`src/rtl/xcvr_pkg.sv`:
```
package xcvr_pkg;

    localparam int unsigned XCVR_WIDTH = 18;

    typedef enum logic [1:0] {
        MODE_HOLD    = 2'd0,
        MODE_PASS    = 2'd1,
        MODE_CAPTURE = 2'd2
    } lane_mode_t;

endpackage

```
`src/rtl/xcvr_rise_det.sv`:
```
module xcvr_rise_det (
    input  logic clk,
    input  logic rst,
    input  logic sig,
    output logic rise
);
    logic prev_q;

    always_ff @(posedge clk) begin
        if (rst) begin
            prev_q <= 1'b0;
        end else begin
            prev_q <= sig;
        end
    end

    assign rise = sig & ~prev_q;

endmodule

```
`src/rtl/xcvr_lane.sv`:
```
module xcvr_lane #(
    parameter int unsigned W          = 18,
    parameter bit          OE_ACT_LOW = 1'b0
) (
    input  logic         clk,
    input  logic         rst,
    input  logic         le,
    input  logic         dclk,
    input  logic         oe,
    input  logic [W-1:0] din,
    output logic [W-1:0] dout,
    output logic         drive
);
    import xcvr_pkg::*;

    lane_mode_t   mode;
    logic         dclk_rise;
    logic [W-1:0] store_q;

    xcvr_rise_det u_rise (
        .clk  (clk),
        .rst  (rst),
        .sig  (dclk),
        .rise (dclk_rise)
    );

    // Mode select: transparency wins over a coincident edge
    always_comb begin
        if (le) begin
            mode = MODE_PASS;
        end else if (dclk_rise) begin
            mode = MODE_CAPTURE;
        end else begin
            mode = MODE_HOLD;
        end
    end

    // State register
    always_ff @(posedge clk) begin
        if (rst) begin
            store_q <= '0;
        end else begin
            unique case (mode)
                MODE_PASS:    store_q <= din;
                MODE_CAPTURE: store_q <= din;
                MODE_HOLD:    store_q <= store_q;
                default:      store_q <= store_q;
            endcase
        end
    end

    // Output process
    always_comb begin
        unique case (mode)
            MODE_PASS: dout = din;
            default:   dout = store_q;
        endcase
    end

    generate
        if (OE_ACT_LOW) begin : g_oe_low
            assign drive = ~oe;
        end else begin : g_oe_high
            assign drive = oe;
        end
    endgenerate

    // no edge while latched -> output frozen
    p_hold_r3: assert property (@(posedge clk) disable iff (rst)
        (!le && $past(!le) && $past(dclk) == $past(dclk, 2)) |-> dout == $past(dout))
        else $error("p_hold_r3");

    // edge seen while latched -> input of that cycle appears next cycle
    p_capture_r4: assert property (@(posedge clk) disable iff (rst)
        (!le && $past(!le && $rose(dclk))) |-> dout == $past(din))
        else $error("p_capture_r4");

    // leaving transparency keeps last passed word
    p_hold_after_pass_r5: assert property (@(posedge clk) disable iff (rst)
        (!le && $past(le)) |-> dout == $past(din))
        else $error("p_hold_after_pass_r5");

    // first cycle after reset shows a cleared store
    p_reset_clear_r9: assert property (@(posedge clk)
        ($past(rst) && !rst && !le) |-> dout == '0)
        else $error("p_reset_clear_r9");

endmodule

```
`src/rtl/bus_xcvr.sv`:
```
module bus_xcvr
    import xcvr_pkg::*;
#(
    parameter int unsigned WIDTH = XCVR_WIDTH
) (
    input  logic             clk,
    input  logic             rst,
    input  logic [WIDTH-1:0] a_in,
    input  logic             ab_le,
    input  logic             ab_clk,
    input  logic             ab_oe,
    output logic [WIDTH-1:0] b_out,
    output logic             b_drive,
    input  logic [WIDTH-1:0] b_in,
    input  logic             ba_le,
    input  logic             ba_clk,
    input  logic             ba_oe_n,
    output logic [WIDTH-1:0] a_out,
    output logic             a_drive
);

    xcvr_lane #(.W(WIDTH), .OE_ACT_LOW(1'b0)) u_ab (
        .clk   (clk),
        .rst   (rst),
        .le    (ab_le),
        .dclk  (ab_clk),
        .oe    (ab_oe),
        .din   (a_in),
        .dout  (b_out),
        .drive (b_drive)
    );

    xcvr_lane #(.W(WIDTH), .OE_ACT_LOW(1'b1)) u_ba (
        .clk   (clk),
        .rst   (rst),
        .le    (ba_le),
        .dclk  (ba_clk),
        .oe    (ba_oe_n),
        .din   (b_in),
        .dout  (a_out),
        .drive (a_drive)
    );

    // drive-enables follow their own enable with opposite polarity
    p_polarity_r6_r7: assert property (@(posedge clk) disable iff (rst)
        (b_drive == ab_oe) && (a_drive == !ba_oe_n))
        else $error("p_polarity_r6_r7");

endmodule

```
`config.mk`:
```
export PLATFORM = sky130hd
export DESIGN_NAME = bus_xcvr
export DESIGN_NICKNAME = d
export VERILOG_FILES = /design/src/rtl/xcvr_pkg.sv /design/src/rtl/xcvr_rise_det.sv /design/src/rtl/xcvr_lane.sv /design/src/rtl/bus_xcvr.sv
export SDC_FILE = /design/constraint.sdc
export NUM_CORES = 1
export LEC_CHECK = 0
export BUFFER_PORTS_ARGS = -buffer_cell sky130_fd_sc_hd__buf_4
export CORE_MARGIN = 4
export CORE_UTILIZATION = 53
export DETAILED_ROUTE_END_ITERATION = 16
export PLACE_DENSITY = 0.9
export REMOVE_ABC_BUFFERS = 1
export SYNTH_ARGS = -nofsm -noshare
export SYNTH_HDL_FRONTEND = slang
export SYNTH_SLANG_ARGS = --single-unit
```
`constraint.sdc`:
```
create_clock -name clk -period 2.8 [get_ports clk]
set_input_delay 0.28 -clock clk [delete_from_list [all_inputs] [get_ports clk]]
set_output_delay 0.28 -clock clk [all_outputs]
set_load 0.02 [all_outputs]
```
# --- After elaboration in Yosys (flattened, before gate mapping) ---
# Cells that the tools add are included.
totals:
  in_bits: 44
  reg_bits: 38
  elab_cells: 21
op_classes:
  muxes: 6
  n_eq_ne: 4
  n_reduce_logical: 2
  n_bitwise: 5
op_table:
  columns: ["operator", "n"]
  rows:
  - ["$mux W18", 2]
  - ["$mux W2", 4]
  - ["$eq A2 B1 Y1 const B", 2]
  - ["$eq A2 B2 Y1 const B", 2]
  - ["$reduce_or A2 Y1", 2]
  - ["$not A1 Y1", 3]
  - ["$and A1 B1 Y1", 2]

# --- Depth between registers and ports, before layout ---
logic_depth:
  depth_word: 6
  mapped_depth: 5
  mapped_depth_nobuf: 3

# --- By module ---
# Synthesis repeated with hierarchy kept, for this count alone.
hier_totals:
  hier_cells: 210
  hier_area_um2: 2040.7
modules_own_cells:
  columns: ["module", "n_inst", "seq_area_each_um2", "cells_each", "area_per_inst_um2"]
  rows:
  - ["xcvr_lane at u_ab", 1, 360.3, 102, 974.7]
  - ["xcvr_lane at u_ba", 1, 360.3, 102, 970.9]
  - ["xcvr_rise_det", 2, 20.0, 3, 47.5]

# --- Worst setup path after synthesis ---
# No wires, ideal clock.
synth_path:
  path_kind: "input-to-output"
  start: "input port ba_le"
  end: "output port a_out[0]"
  setup_slack_ps: 1555
  path_stages: 3
  arrival_ps: 965
  path_cell_list: "buf_6 buf_4 mux2_2"
synth_via:
  elab_chain_cells: 3
synth_lines:
  columns: ["element", "line_no", "text"]
  rows:
  - ["start: declaration", "bus_xcvr.sv:15", "input logic ba_le,"]
  - ["$mux W2", "xcvr_lane.sv:29", "if (le) begin"]
  - ["$eq A2 B1 Y1", "xcvr_lane.sv:54", "unique case (mode)"]
  - ["$mux W18", "xcvr_lane.sv:54", null]
  - ["end: declaration", "bus_xcvr.sv:18", "output logic [WIDTH-1:0] a_out,"]
# Every way passes these cells.

# --- Worst setup path after layout ---
layout_path:
  start: "input port ab_le"
  end: "output port b_out[3]"
layout_via:
  elab_chain_cells: 3
layout_lines:
  columns: ["element", "line_no", "text"]
  rows:
  - ["start: declaration", "bus_xcvr.sv:9", "input logic ab_le,"]
  - ["$mux W2", "xcvr_lane.sv:29", null]
  - ["$eq A2 B1 Y1", "xcvr_lane.sv:54", null]
  - ["$mux W18", "xcvr_lane.sv:54", null]
  - ["end: declaration", "bus_xcvr.sv:12", "output logic [WIDTH-1:0] b_out,"]
# Every way passes these cells.

==> flow_metrics.py <==
metrics = {
    "place": {
        "gp_congestion": 0.682,
        "port_buffers": 79,
        "dp_hpwl_um": 3060,
    },
    "route": {
        "firstDrtPassIters": 4,
        "drc": 0,
        "drtAntennaViolNets": 0,
        "vias": 1590,
        "routed_via_density": 4.91,
        "wl_per_cell_um": 13.0,
        "wl_um": 4210,
        "drt_iter0_markers": 109,
    },
    "worst_setup_path": {
        "worst_ep_required_time_ns": 2.52,
        "worst_setup_path_start_kind": "primary input",
        "r2r-start": "u_ab.u_rise.prev_q",
        "end_kind": "output port",
        "critPathMaxFanout": 19,
        "worstPathArrival_ns": 1.09,
        "crit_type": "primary input to output port",
        "startpoint": "ab_le",
    },
    "floorplan": {
        "core-area_um2": 3970,
        "die_w_um": 72.0,
        "die_h_um": 72.0,
        "dieArea_um2": 5190,
        "row_count": 23,
        "start_util_pct": 54.7,
        "ios": 82,
    },
    "clock_network": {
        "clock-sinks": 38,
        "clk_path_buf_depth": 2,
        "cts_resized": 0,
        "cts-hold-fix-buffers": 0,
        "clkSlewWorstSetupHoldPaths_ns": 0.07,
        "insertion_delay_ns": 0.28,
        "cts_tree": "done",
        "cts_buffers": 5,
        "root_buffer": "clkbuf_8",
        "h-tree-depth": 2,
        "post_cts_buffers": 0,
    },
    "grt": {
        "grt.total_usage_pct": 16.4,
        "grt_pass1_vias": 1508,
        "grt_pass1_wl_um": 6830,
        "grt_antenna_before_repair": 0,
        "grt_max_degree": 75,
        "grt_overflow": 0,
    },
    "sta": {
        "max_freq_ghz": 0.732,
        "relSlewSlack_pct": 49.5,
        "setup_viol": 0,
        "layout_min_cycle_time_ns": 1.37,
        "fin_setup_tns_ns": 0,
        "fin_skew_ns": 0.00326,
        "hold_viol": 0,
        "finalMaxSlewViolations": 0,
        "rsz0062_at_grt": "false",
        "finalCritPeriodShare_pct": 48.8,
        "worst_pin_slew_ns": 0.757,
    },
    "cells_and_area": {
        "finalNetCount": 319,
        "antennaDiodeCount": 0,
        "n_fill_cell": 332,
        "drive_gt1_share_pct": 44.9,
        "area_growth_syn_to_layout_pct": 27.6,
    },
    "power": {
        "power_w": 0.00130,
        "vdd_ir_drop_max_v": 0.000279,
        "power_density_nw_per_um2": 470,
        "leakage_nw": 1.22,
    },
    "status": {
        "status": "complete, no violations",
    },
    "yosys": {
        "synth_area_leader_cell": "dfxtp_1",
        "synth_cells": 206,
        "synth_most_common_cell": "nand2b_1",
        "post-synth-top-area-fraction_pct": 35.0,
        "seq_area_frac_synth_pct": 35.0,
        "ys_ff_latch": 38,
        "synth.avg_cell_area_um2": 10.5,
        "yosys_warnings": 0,
        "synth.distinct_cells": 12,
        "ys.flop_type": "dfxtp_1",
        "syn_area_um2": 2170,
        "synth_edf_count": 0,
        "synthArstFlopShare_pct": 0,
        "ys_top_cells_by_area": "dfxtp_1, nand2b_1, mux2_2",
        "synthTopCellsByCount": "nand2b_1, dfxtp_1, mux2_2, mux2i_1, clkbuf_1",
    },
    "flow_run": {
        "drv_cap": 0,
    },
    "worst_hold_path": {
        "hp-class": "primary input to flip-flop",
        "hp-start": "ba_clk",
    },
}
## logic make-up after synthesis
group	synth area share [%]
AND/OR/NAND/NOR	21.3
buffers and inverters	6.91
multiplexers	35.3
AO/OA/AOI/OAI	1.50
flip-flops	35.0
## power breakdown
part           total, W  switching, W  internal [W]
Sequential     0.000599     0.0000198      0.000579
Clock          0.000359      0.000170      0.000190
Combinational  0.000345      0.000160      0.000185
## final cells by class
cell class	count	area, µm²	area share [%]
Multi-Input combinational cell	148	1260	45.5
Sequential cell	38	761	27.4
Timing Repair Buffer	79	593	21.4
Clock buffer	6	82.6	2.98
Tap cell	50	62.6	2.26
Inverter	3	11.3	0.406
## layer usage
layer / up-vias / track usage [%] / part of all wire (%)
met5: - / 0 / 0
met4: 0 / 4.38 / 0.59
met3: 4 / 6.65 / 11
met2: 62 / 27.2 / 46
met1: 709 / 19.8 / 42
li1: 815 / - / -
## state kept, by name, indices dropped and copies added (netlist names)
name	flops
u_ab.store_q	18
u_ba.store_q	18
u_ba.u_rise.prev_q	1
u_ab.u_rise.prev_q	1
## per-stage QoR
step,hold slack [ns],cells,setup slack [ns],util (%),instance area (µm²)
after global placement,0.460,318,1.36,67.7,2690
after floorplan,0.352,189,1.65,-,2030
final,0.244,324,1.43,69.8,2770
after global routing,0.244,324,1.38,69.8,2770
after detailed placement,0.469,318,1.34,67.7,2690
after CTS,0.244,324,1.43,69.8,2770
## final timing paths
check                                     endpoint  cells past startpoint  slack (ns)
worst min register to register    u_ab.store_q[17]                      2        0.47
worst max-delay path                      b_out[3]                      3        1.43
worst max register to register    u_ab.store_q[13]                      3        1.47
worst min-delay path            u_ba.u_rise.prev_q                      2        0.24
## worst max-delay path, cell delays in order
cell and delay, ns:
buf_4 0.26, mux2_2 0.38, buf_4 0.16
## cells in the final DEF, fill, tap and decap left out
master    netlist  final
clkbuf_8        0      6
nand2b_1       72     72
mux2_2         36     36
inv_1           3      3
buf_4           3     79
mux2i_1        36     36
a21oi_4         2      2
nor2b_1         2      2
dfxtp_1        38     38
Power figures use the tool's default switching activity.
